`config.mk`:
```
export PLATFORM = sky130hd
export DESIGN_NAME = sd_resp_fsm
export DESIGN_NICKNAME = d
export VERILOG_FILES = /design/src/rtl/sd_resp_pkg.sv /design/src/rtl/sd_resp_crc7.sv /design/src/rtl/sd_resp_timer.sv /design/src/rtl/sd_resp_fsm.sv
export SDC_FILE = /design/constraint.sdc
export NUM_CORES = 1
export LEC_CHECK = 0
export BUFFER_PORTS_ARGS = -buffer_cell sky130_fd_sc_hd__buf_4
export CAP_MARGIN = 10
export CORE_ASPECT_RATIO = 1.1
export CORE_MARGIN = 3
export CORE_UTILIZATION = 45
export CTS_CLUSTER_DIAMETER = 120
export DETAILED_ROUTE_END_ITERATION = 6
export HOLD_SLACK_MARGIN = 0.1
export MAX_ROUTING_LAYER = met4
export PLACE_DENSITY = 0.68
export SYNTH_ARGS = -nofsm -noshare
export SYNTH_HDL_FRONTEND = slang
export SYNTH_HIERARCHICAL = 1
export SYNTH_SLANG_ARGS = --single-unit
```
`constraint.sdc`:
```
create_clock -name clk -period 2.5 [get_ports clk]
set_input_delay 0.125 -clock clk [delete_from_list [all_inputs] [get_ports clk]]
set_output_delay 0.125 -clock clk [all_outputs]
set_load 0.05 [all_outputs]
```
`src/rtl/sd_resp_pkg.sv`:
```
package sd_resp_pkg;

  typedef enum logic [1:0] {
    ST_IDLE = 2'd0,
    ST_RECV = 2'd1,
    ST_WAIT = 2'd2,
    ST_PEND = 2'd3
  } resp_state_e;

  typedef enum logic [2:0] {
    PH_HUNT = 3'd0,
    PH_TXB  = 3'd1,
    PH_BODY = 3'd2,
    PH_CRC  = 3'd3,
    PH_END  = 3'd4
  } rx_phase_e;

endpackage

```
`src/rtl/sd_resp_crc7.sv`:
```
module sd_resp_crc7 #(
  parameter int          CRC_W = 7,
  parameter logic [CRC_W-1:0] POLY = 7'h09
) (
  input  logic             clk,
  input  logic             rst,
  input  logic             clr,
  input  logic             en,
  input  logic             din,
  output logic [CRC_W-1:0] crc
);

  logic [CRC_W-1:0] crc_q;
  logic             fb;

  assign fb  = din ^ crc_q[CRC_W-1];
  assign crc = crc_q;

  always_ff @(posedge clk) begin
    if (rst || clr) begin
      crc_q <= '0;
    end else if (en) begin
      crc_q <= {crc_q[CRC_W-2:0], 1'b0} ^ (fb ? POLY : '0);
    end
  end

endmodule

```
`src/rtl/sd_resp_timer.sv`:
```
module sd_resp_timer #(
  parameter int LIMIT = 64
) (
  input  logic clk,
  input  logic rst,
  input  logic clr,
  input  logic tick,
  output logic expire
);

  localparam int W = (LIMIT > 1) ? $clog2(LIMIT) : 1;

  logic [W-1:0] count_q;

  assign expire = tick && (count_q == W'(LIMIT - 1));

  always_ff @(posedge clk) begin
    if (rst || clr || expire) begin
      count_q <= '0;
    end else if (tick) begin
      count_q <= count_q + 1'b1;
    end
  end

endmodule

```
`src/rtl/sd_resp_fsm.sv`:
```
module sd_resp_fsm
  import sd_resp_pkg::*;
#(
  parameter int SHORT_LEN = 48,
  parameter int LONG_LEN  = 136,
  parameter int CRC_W     = 7,
  parameter int TIMEOUT   = 64
) (
  input  logic                          clk,
  input  logic                          rst,
  input  logic                          path_en,
  input  logic                          cmd_sent,
  input  logic                          long_resp,
  input  logic                          ceata_mode,
  input  logic                          irq_dis,
  input  logic                          cmpl_wait_en,
  input  logic                          cmd_in,
  output logic [LONG_LEN-CRC_W-4:0]     resp,
  output logic                          resp_valid,
  output logic                          crc_fail,
  output logic                          timeout,
  output logic                          cmpl_done,
  output logic [1:0]                    state
);

  localparam int SHORT_BODY = SHORT_LEN - CRC_W - 3;
  localparam int LONG_BODY  = LONG_LEN - CRC_W - 3;
  localparam int RESP_W     = LONG_BODY;
  localparam int CNT_W      = $clog2(LONG_LEN + 1);

  resp_state_e       state_q;
  rx_phase_e         phase_q;
  logic [CNT_W-1:0]  cnt_q;
  logic              long_q;
  logic [RESP_W-1:0] body_q;
  logic [RESP_W-1:0] resp_q;
  logic [CRC_W-1:0]  rxcrc_q;
  logic              valid_q, fail_q, tmo_q, cmpl_q;

  logic [CNT_W-1:0]  body_last;
  logic [CRC_W-1:0]  crc_calc;
  logic              crc_clr, crc_en;
  logic              tmr_clr, tmr_tick, tmr_expire;

  assign body_last = long_q ? CNT_W'(LONG_BODY - 1) : CNT_W'(SHORT_BODY - 1);

  assign crc_clr  = (state_q != ST_RECV) || (phase_q == PH_HUNT);
  assign crc_en   = (state_q == ST_RECV) && (phase_q == PH_BODY);
  assign tmr_clr  = (state_q != ST_RECV);
  assign tmr_tick = (state_q == ST_RECV) && (phase_q == PH_HUNT) && cmd_in && path_en;

  sd_resp_crc7 #(.CRC_W(CRC_W), .POLY(CRC_W'(9))) u_crc (
    .clk (clk),
    .rst (rst),
    .clr (crc_clr),
    .en  (crc_en),
    .din (cmd_in),
    .crc (crc_calc)
  );

  sd_resp_timer #(.LIMIT(TIMEOUT)) u_tmr (
    .clk    (clk),
    .rst    (rst),
    .clr    (tmr_clr),
    .tick   (tmr_tick),
    .expire (tmr_expire)
  );

  always_ff @(posedge clk) begin
    if (rst) begin
      state_q <= ST_IDLE;
      phase_q <= PH_HUNT;
      cnt_q   <= '0;
      long_q  <= 1'b0;
      body_q  <= '0;
      resp_q  <= '0;
      rxcrc_q <= '0;
      valid_q <= 1'b0;
      fail_q  <= 1'b0;
      tmo_q   <= 1'b0;
      cmpl_q  <= 1'b0;
    end else begin
      valid_q <= 1'b0;
      fail_q  <= 1'b0;
      tmo_q   <= 1'b0;
      cmpl_q  <= 1'b0;
      case (state_q)
        ST_IDLE: begin
          if (cmd_sent && path_en) begin
            state_q <= ST_RECV;
            phase_q <= PH_HUNT;
            long_q  <= long_resp;
          end
        end
        ST_RECV: begin
          if (!path_en) begin
            state_q <= ST_IDLE;
          end else begin
            case (phase_q)
              PH_HUNT: begin
                if (tmr_expire) begin
                  state_q <= ST_IDLE;
                  tmo_q   <= 1'b1;
                end else if (!cmd_in) begin
                  phase_q <= PH_TXB;
                end
              end
              PH_TXB: begin
                if (!cmd_in) begin
                  phase_q <= PH_BODY;
                  cnt_q   <= '0;
                  body_q  <= '0;
                end else begin
                  phase_q <= PH_HUNT;
                end
              end
              PH_BODY: begin
                body_q <= {body_q[RESP_W-2:0], cmd_in};
                if (cnt_q == body_last) begin
                  phase_q <= PH_CRC;
                  cnt_q   <= '0;
                end else begin
                  cnt_q <= cnt_q + 1'b1;
                end
              end
              PH_CRC: begin
                rxcrc_q <= {rxcrc_q[CRC_W-2:0], cmd_in};
                if (cnt_q == CNT_W'(CRC_W - 1)) begin
                  phase_q <= PH_END;
                end else begin
                  cnt_q <= cnt_q + 1'b1;
                end
              end
              default: begin
                phase_q <= PH_HUNT;
                if (rxcrc_q != crc_calc) begin
                  state_q <= ST_IDLE;
                  fail_q  <= 1'b1;
                end else begin
                  resp_q  <= body_q;
                  valid_q <= 1'b1;
                  if (ceata_mode && irq_dis) begin
                    state_q <= cmpl_wait_en ? ST_WAIT : ST_PEND;
                  end else begin
                    state_q <= ST_IDLE;
                  end
                end
              end
            endcase
          end
        end
        ST_WAIT: begin
          if (!path_en) begin
            state_q <= ST_IDLE;
          end else if (!cmd_in) begin
            state_q <= ST_IDLE;
            cmpl_q  <= 1'b1;
          end
        end
        default: begin
          if (!path_en) begin
            state_q <= ST_IDLE;
          end
        end
      endcase
    end
  end

  assign resp       = resp_q;
  assign resp_valid = valid_q;
  assign crc_fail   = fail_q;
  assign timeout    = tmo_q;
  assign cmpl_done  = cmpl_q;
  assign state      = state_q;

  assert_flags_excl_R11: assert property (@(posedge clk) disable iff (rst)
    $onehot0({resp_valid, crc_fail, timeout, cmpl_done}));

  assert_path_off_R9: assert property (@(posedge clk) disable iff (rst)
    (!path_en && state_q != ST_IDLE) |=> (state_q == ST_IDLE));

  assert_crc_fail_idle_R4: assert property (@(posedge clk) disable iff (rst)
    crc_fail |-> (state_q == ST_IDLE) && $stable(resp));

  assert_wait_entry_R6: assert property (@(posedge clk) disable iff (rst)
    (state_q == ST_WAIT && $past(state_q) == ST_RECV) |->
      ($past(ceata_mode && irq_dis && cmpl_wait_en) && resp_valid));

  assert_pend_entry_R7: assert property (@(posedge clk) disable iff (rst)
    (state_q == ST_PEND && $past(state_q) == ST_RECV) |->
      ($past(ceata_mode && irq_dis && !cmpl_wait_en) && resp_valid));

  assert_timeout_src_R10: assert property (@(posedge clk) disable iff (rst)
    timeout |-> ($past(state_q) == ST_RECV) && (state_q == ST_IDLE));

  assert_cmpl_src_R8: assert property (@(posedge clk) disable iff (rst)
    cmpl_done |-> ($past(state_q) == ST_WAIT) && !$past(cmd_in));

endmodule

```
Yosys cells after proc, flatten, opt, wreduce, memory -nomap -nowiden
Index checks and enable logic that the tools add are counted.
Operators by class
  reductions and logical operators: 28
  equal/unequal tests: 22
  $add $sub $neg: 2
  multiplexer cells: 32
  bitwise logic cells: 8
Operators by type and width (number)
  case mux 126 bit (2 select lines): 1
  two-way mux 126 bit: 1
  two-way mux 8 bit: 3
  case mux 8 bit (3 select lines): 1
  two-way mux 2 bit: 9
  two-way mux 3 bit: 6
  != test 3 bit (second input constant): 5
  case mux 3 bit (4 select lines): 1
  AND reduction 5 bit: 2
  adder 8 x 1 -> 8 bit (second input constant): 1
  equality test 8 x 3 -> 1 bit (second input constant): 1
  equality test 8 x 7 -> 1 bit: 1
  != test 2 bit (second input constant): 4
  AND reduction 4 bit: 2
  OR reduction 4 bit: 2
  logical AND 1 bit: 7
  two-way mux 7 bit: 1
  != test 7 bit: 1
  AND reduction 7 bit: 1
  OR reduction 7 bit: 1
  XOR 7 bit: 1
  adder 6 x 1 -> 6 bit (second input constant): 1
  equality test 3 x 2 -> 1 bit (second input constant): 2
  equality test 6 bit (second input constant): 1
  22 further kinds: 36
Word-level totals
  input bits: 9
  register bits after elaboration: 290

Logic depth before layout (Yosys ltp)
Gate-level depths: netlist of the first run.
  word-level depth: 9
  mapped depth: 11
  gate-level depth less buffers: 9

Hierarchy
Netlist of the first run, hierarchy kept.
Modules (own cells, without submodules)
  sd_resp_fsm: seq. area each 5545.3 µm², area each 9874.5 µm², times used 1, cells an instance 1140
  sd_resp_crc7: seq. area each 140.1 µm², area each 276.5 µm², times used 1, cells an instance 28
  sd_resp_timer: seq. area each 120.1 µm², area each 274.0 µm², times used 1, cells an instance 30

Worst setup path before layout of the first run
OpenSTA, ideal clock, no wires.
  path type: register to register
  from: register state_q[1], in the netlist state[1]
  to: register phase_q[1]
  arrival time: 2.271 ns
  slack: 0.112 ns
  required time: 2.383 ns
  cell stages (with the launch flop): 12
  cells stage by stage: dfxtp_1 -> buf_2 -> and4bb_2 -> and3_1 -> buf_4 -> nand3_1 -> nor2_1 -> nor2_1 -> nor4_4 -> a211oi_2 -> o21a_1 -> o2bb2ai_1
Between the ends
  word-level cells in the longest chain between the ends: 7
  elaborated cells between the ends (all ways): 15
RTL lines
  start: declaration: line sd_resp_fsm.sv:31  | resp_state_e state_q;
  start signal: assignment: line sd_resp_fsm.sv:143  | state_q <= cmpl_wait_en ? ST_WAIT : ST_PEND;
  equality test 2 x 1 -> 1 bit: line sd_resp_fsm.sv:50  | assign tmr_tick = (state_q == ST_RECV) && (phase_q == PH_HUNT) && cmd_in && path_en;
  logical AND 1 bit (3 in a row): line sd_resp_fsm.sv:50
  net tmr_tick: line sd_resp_fsm.sv:43  | logic tmr_clr, tmr_tick, tmr_expire;
  logical AND 1 bit: line sd_resp_timer.sv:15  | assign expire = tick && (count_q == W'(LIMIT - 1));
  net tmr_expire: line sd_resp_fsm.sv:43
  != test 3 bit (no source line)
  AND reduction 7 bit (no source line)
  end signal: assignment: line sd_resp_fsm.sv:72  | phase_q <= PH_HUNT;
  end signal: assignment: line sd_resp_fsm.sv:91  | phase_q <= PH_HUNT;
  end signal: assignment: line sd_resp_fsm.sv:105  | phase_q <= PH_TXB;
  end: declaration: line sd_resp_fsm.sv:32  | rx_phase_e phase_q;
The timed path passes the listed nets, and every way through them passes these cells.
A chain may end at the register's enable or synchronous reset.

Worst setup path in the final report of the first run
  from: register state_q[0], in the netlist state[0]
  to: register phase_q[1]
Same word-level chain as after synthesis.

==> impl_metrics.tcl, run 1 <==
set metrics [dict create \
    drt_drc_violations_left 0 \
    firstDrtPassIters 5 \
    final_layout_size_suffix_gt1_frac 0.165 \
    clock_latency_ps 530 \
    synth_sequential_area_ratio 0.557 \
    unrepaired_setup_endpoints_after_global_routing "false" \
    cts_tree "yes" \
    worstSetupEndpointType "register" \
    required_ps 2970 \
    placeableCoreArea_sq_um 22500 \
    timing.clock.skew_ps 13.9 \
    seq_area_sq_um 5810 \
    irDropWorstVdd_mv 0.450 \
    cp_slowest_cell "sky130_fd_sc_hd__dfxtp_1" \
    multiInputGateArea_sq_um 4150 \
    postSynth.asyncResetShare 0 \
    synth_seq_cells 290 \
    slew_violations 0 \
    synth_top_area_cell "sky130_fd_sc_hd__dfxtp_1" \
    gp_routability_congestion 0.804 \
    detail_route.wl_per_cell_um 14.2 \
    setup_viol_count_final 0 \
    ctsLongestPathBuffers 3 \
    power_switching_w 0.00187 \
    hold_violations 0 \
    buffer_ports.inserted 140 \
    synth_warnings 6 \
    vias_per_cell 5.26 \
    hold_path.class "input port to register" \
    post-dp-hpwl_um 13600 \
    worstMarginPinSlew_ps 622 \
    worst-path-max-fanout 10 \
    maxClockFrequency_ghz 0.463 \
    fill_cells 2025 \
    power_density_over_the_cells_nw_per_um2 729 \
    critical_path_arrival_ps 2630 \
    synth_edf_count 0 \
    grt_first_pass_wirelength_um 38900 \
    nets 1310 \
    n_antenna_cell 0 \
    post-cts-setup-buffers 0 \
    rows 57 \
    chipHeight_um 166 \
    postRouteWirelength_um 23000 \
    timing.critical_path.from_type "register" \
    dieArea_sq_um 25000 \
    design.portCount 141 \
    fp.dieW_um 151 \
    drt.antenna.violating_nets 0 \
    grt_start_max_net_pins 127 \
    timing.critical_path.cells "and4bb_2, and3_1, nand3_1, nor2_1, nor2_1, nor4_4, a211oi_2, o21a_1, o2bb2ai_1" \
    finalCritPeriodShare 0.864 \
    yosys_most_used_dff "sky130_fd_sc_hd__dfxtp_1" \
    synth.net_count 1211 \
    postSynthCellCount 1198 \
    result_of_the_run "finished clean" \
    most_prevalent_standard_cell_on_the_critical_path "sky130_fd_sc_hd__nor2_1" \
    initial_utilization 0.464 \
    sequentialPowerShare 0.499 \
    ys_top_cells_by_area "sky130_fd_sc_hd__dfxtp_1 (56%), sky130_fd_sc_hd__nand2_1 (9.9%), sky130_fd_sc_hd__a22oi_1 (9.1%)" \
    first_global_vias 8005 \
    switching_share 0.202 \
    drv_cap 0 \
    setup.worst_path.class "register to register" \
    slew_headroom 0.585 \
    clockRootBuffer "sky130_fd_sc_hd__clkbuf_16" \
    area_delta_synth_final_pct 22.1 \
    drtIter0Drc 425 \
    p_leak_nw 4.62 \
    whs_ps 334 \
    synthDistinctLibCells 53 \
    tritoncts_num_sinks 290 \
    synth.cell_area_sq_um 10400 \
    synthesis.area_per_instance_sq_um 8.70 \
    initial_antenna_violation_count 0 \
    netlist.area_leader.share 0.557 \
    combinationalPowerShare 0.015 \
    cts_htree_levels 1 \
    cts.clk_slew.worst_paths_ps 60 \
    routed-via-count 8483 \
    grt_remaining_overflow 0 \
    power.share.clock 0.486 \
    track_usage 0.185 \
    period_needed_ps 2160 \
    finalSetupTns_ps 0 \
    peak_per_stage_delay_on_the_critical_path_ps 490 \
    cts_buffers 29 \
    intPower_w 0.00740 \
]
layout make-up:
class,instances,share of cell area
clock inverters,15,0.0146
well taps,295,0.0290
flip-flops and latches,290,0.456
repair buffers,164,0.108
multi-input cells,808,0.326
clock buffers,38,0.0652
inverters,4,0.00118
synth_stat cells (all sizes together), types with 2 or more instances:
cell type  count
and4           2
nor3          12
nor2b          3
nand2b         2
xor2          10
nand3b         2
and3           3
nor4           5
ha             4
nand2        275
nand3         10
dfxtp        290
mux2i          9
xnor2          8
clkbuf        41
o21a           2
or2            2
o21ai         13
inv            4
nor4b          2
nand4          5
buf           55
a22oi        126
a21oi        140
nor2         156
a211oi         3
worst paths after layout:
kind                                    from          to  slack (ps)  depth (start not counted)
worst min register to register      resp[43]    resp[43]         450                          2
worst min-delay path            cmpl_wait_en    state[0]         330                          3
worst max register to register      state[0]  phase_q[1]         340                          9
worst max-delay path                state[0]  phase_q[1]         340                          9
cells in the final DEF (no fill, tap or decap), types with 3 or more instances in the layout:
cell type / Yosys / layout
sky130_fd_sc_hd__mux2i_1: 9 / 9
sky130_fd_sc_hd__buf_4: 5 / 144
sky130_fd_sc_hd__nor3_1: 10 / 10
sky130_fd_sc_hd__xnor2_1: 8 / 8
sky130_fd_sc_hd__ha_1: 4 / 4
sky130_fd_sc_hd__bufinv_16: 0 / 4
sky130_fd_sc_hd__dlygate4sd3_1: 0 / 10
sky130_fd_sc_hd__o21ai_0: 10 / 10
sky130_fd_sc_hd__xor2_1: 10 / 10
sky130_fd_sc_hd__inv_1: 4 / 4
sky130_fd_sc_hd__nand4_1: 4 / 4
sky130_fd_sc_hd__nand2_1: 274 / 274
sky130_fd_sc_hd__a21oi_1: 140 / 140
sky130_fd_sc_hd__clkbuf_8: 0 / 8
sky130_fd_sc_hd__nor2_1: 155 / 155
sky130_fd_sc_hd__buf_12: 0 / 9
sky130_fd_sc_hd__clkinvlp_4: 0 / 3
sky130_fd_sc_hd__nand3_1: 10 / 9
sky130_fd_sc_hd__nor4_1: 3 / 3
sky130_fd_sc_hd__nor2b_1: 3 / 3
sky130_fd_sc_hd__clkbuf_16: 0 / 29
sky130_fd_sc_hd__dfxtp_1: 290 / 290
sky130_fd_sc_hd__clkinv_2: 0 / 7
sky130_fd_sc_hd__a22oi_1: 126 / 126
sequential cells by signal (all words and copies together), names as in the netlist:
register	count
cmpl_done	1
u_tmr/count_q	6
body_q	126
state	2
rxcrc_q	7
resp_valid	1
timeout	1
resp	126
cnt_q	8
long_q	1
u_crc/crc	7
phase_q	3
crc_fail	1
repair_timing:
action                     CTS  global route
hold endpoints to repair    51             0
hold buffers                10             0
gates resized for setup      0             0
setup endpoints to repair    0             0
layer usage:
metal	track usage	part of all wire
met4	0.0390	0.015
met5	-	0
met2	0.292	0.46
met3	0.0415	0.066
met1	0.246	0.46
metrics by stage:
step | area, sq um | utilization | total power [W] | worst slack (ps) | instances
CTS | 12700 | 0.567 | 0.00939 | 338 | 1614
floorplan | 10400 | - | 0.00482 | 112 | 1198
finish | 12700 | 0.567 | 0.00928 | 341 | 1614
detailed placement | 11600 | 0.517 | 0.00486 | 355 | 1551
global placement | 11600 | 0.517 | 0.00486 | 412 | 1551
global route | 12700 | 0.567 | 0.00960 | 134 | 1614
power by group through the flow:
stage | clock (W) | sequential, W | combinational [W]
after floorplan | 0 | 0.00473 | 0.0000938
after global placement | 0 | 0.00473 | 0.000131
after detailed placement | 0 | 0.00473 | 0.000130
after CTS | 0.00462 | 0.00463 | 0.000142
after global routing | 0.00481 | 0.00462 | 0.000158
final | 0.00451 | 0.00463 | 0.000143
cells by family after synthesis:
| family | after synthesis | share of synthesized area |
|---|---|---|
| AOI/OAI and AO/OA | 289 | 0.172 |
| xor gates and xnor gates | 18 | 0.0151 |
| adders and majority gates | 4 | 0.00480 |
| buffers and inverters | 100 | 0.0481 |
| DFF | 290 | 0.557 |
| muxes | 9 | 0.00864 |
| and+or+nand+nor | 488 | 0.194 |
worst max-delay path, delay by kind of cell, from the launching register on:
family	cells	cell delay (ps)
AND/OR/NAND/NOR	6	1250
flip-flops	1	490
AO/OA/AOI/OAI	3	350
Note: power is estimated with default switching activity, not from simulation.
==> run 2, diff against run 1 <==
- BUFFER_PORTS_ARGS: -buffer_cell sky130_fd_sc_hd__buf_4 -> not set
- DONT_BUFFER_PORTS: not set -> 1
- PLACE_DENSITY: 0.68 -> 0.63
- RECOVER_POWER: not set -> 50
==> impl_metrics.tcl, run 2 (synthesis results as in run 1) <==
set metrics [dict create \
    grt_start_max_net_pins 138 \
    hold_violations 0 \
    power_switching_w 0.00179 \
    detail_route.wl_per_cell_um 15.0 \
    post-route-util 0.581 \
    switching_share 0.195 \
    min_from "path_en" \
    hold-path-endpoint "cnt_q[2]" \
    buffer_ports.inserted 0 \
    sequentialPowerShare 0.503 \
    final_common_cell "sky130_fd_sc_hd__dfxtp_1" \
    timing.clock.skew_ps 13.3 \
    hold_path_depth 5 \
    cts.clk_slew.worst_paths_ps 60 \
    routed-via-count 8478 \
    fill_cells 1979 \
    ctsLongestPathBuffers 3 \
    slew_violations 0 \
    initial_utilization 0.464 \
    power_density_over_the_cells_nw_per_um2 704 \
    grt_remaining_overflow 0 \
    critical_path_arrival_ps 2810 \
    fp.dieW_um 151 \
    slew_headroom 0.565 \
    placeableCoreArea_sq_um 22500 \
    post-cts-setup-buffers 0 \
    fin_area_sq_um 13000 \
    whs_ps 130 \
    tritoncts_num_sinks 290 \
    peak_per_stage_delay_on_the_critical_path_ps 580 \
    p_leak_nw 4.82 \
    design.portCount 141 \
    worstSetupEndpointType "register" \
    bufs_and_invs_on_worst_path 1 \
    maxClockFrequency_ghz 0.418 \
    worst-path-max-fanout 11 \
    cts_buffers 28 \
    required_ps 2920 \
    drv_cap 0 \
    postRouteWirelength_um 24100 \
    crit-reg2reg-launch "phase_q[2]" \
    drt.antenna.violating_nets 0 \
    final_layout_size_suffix_gt1_frac 0.0625 \
    intPower_w 0.00740 \
    first_global_vias 8326 \
    cts_htree_levels 1 \
    unrepaired_setup_endpoints_after_global_routing "false" \
    irDropWorstVdd_mv 0.567 \
    final_cell_mix "sky130_fd_sc_hd__dfxtp_1 (287), sky130_fd_sc_hd__nand2_1 (274), sky130_fd_sc_hd__nor2_1 (154)" \
    initial_antenna_violation_count 0 \
    reg2reg_setup_slack_ps 110 \
    track_usage 0.194 \
    total_placed_instance_area_sq_um 10500 \
    setup_viol_count_final 0 \
    nets 1306 \
    reg2reg_to "state[0]" \
    setup.worst_path.class "register to register" \
    firstDrtPassIters 5 \
    rows 57 \
    clock_latency_ps 530 \
    post-dp-hpwl_um 12300 \
    hold_path.class "input port to register" \
    combinationalPowerShare 0.011 \
    finalCritPeriodShare 0.956 \
    cp_slowest_cell "sky130_fd_sc_hd__dlygate4sd3_1" \
    grt_first_pass_wirelength_um 40800 \
    timing.critical_path.cells "and4bb_4, and3_4, nand3_1, nor2_2, a21oi_2, o21a_1, a21oi_1, o22ai_1, dlygate4sd3_1" \
    dieArea_sq_um 25000 \
    power.share.clock 0.486 \
    area_delta_synth_final_pct 25.1 \
    drtIter0Drc 408 \
    timing.critical_path.from_type "register" \
    vias_per_cell 5.28 \
    worst_path_dominant_cell_family "simple AND/OR/NAND/NOR gates" \
    clockRootBuffer "sky130_fd_sc_hd__clkbuf_16" \
    gp_routability_congestion 0.839 \
    worstMarginPinSlew_ps 652 \
    finalSetupTns_ps 0 \
    drt_drc_violations_left 0 \
    result_of_the_run "finished clean" \
    chipHeight_um 166 \
    cts_tree "yes" \
    n_antenna_cell 0 \
    period_needed_ps 2390 \
    power.total_w 0.00919 \
    reg2regPathDepth 9 \
]
[run 2: metrics by stage]
step	std cells	worst slack, ps
after floorplan	1198	112
after global placement	1411	542
after detailed placement	1411	491
after CTS	1605	30.2
after global routing	1606	2.80
final	1606	110
[run 2: timing repair]
item                                    in CTS  in global routing
gates resized for setup                      0                 16
endpoints found under the setup margin       0                106
endpoints found under the hold margin      290                  0
hold buffers                               146                  0
[run 2: power groups by stage]
stage          combinational, W  sequential, W  clock, W
2_1_floorplan         0.0000938        0.00473         0
3_3_place_gp          0.0000447        0.00473         0
3_5_place_dp          0.0000448        0.00473         0
4_1_cts               0.0000983        0.00462   0.00457
5_1_grt                0.000109        0.00462   0.00476
6_report              0.0000998        0.00462   0.00446
[run 2: worst max path at each step]
stage,from,endpoint,cells past startpoint
floorplan,state[1],phase_q[1],11
global placement,phase_q[2],phase_q[1],9
detailed placement,phase_q[2],phase_q[1],9
CTS,phase_q[2],state[0],9
global route,phase_q[2],state[0],9
finish,phase_q[2],state[0],9
[run 2: worst reg2reg max path: cells and delay by family, from the launching register on]
family	cells	cell delay, ps
compound gates	4	510
buf+inv	1	580
simple gates	4	820
flops	1	370
[run 2: cell type report]
cell class | count | area, sq um | share of cell area
clock buffer | 40 | 847 | 0.0649
clock inverter | 8 | 140 | 0.0107
timing repair buffer | 161 | 1680 | 0.129
tap | 295 | 369 | 0.0283
inverter | 4 | 15.0 | 0.00115
sequential | 290 | 5810 | 0.445
multi-input combinational | 808 | 4180 | 0.321
[run 2: metal layers]
layer / global-route usage / routed length, um
met5: - / 0
met4: 0.0422 / 272
met3: 0.0533 / 1680
met2: 0.315 / 11500
met1: 0.242 / 10600
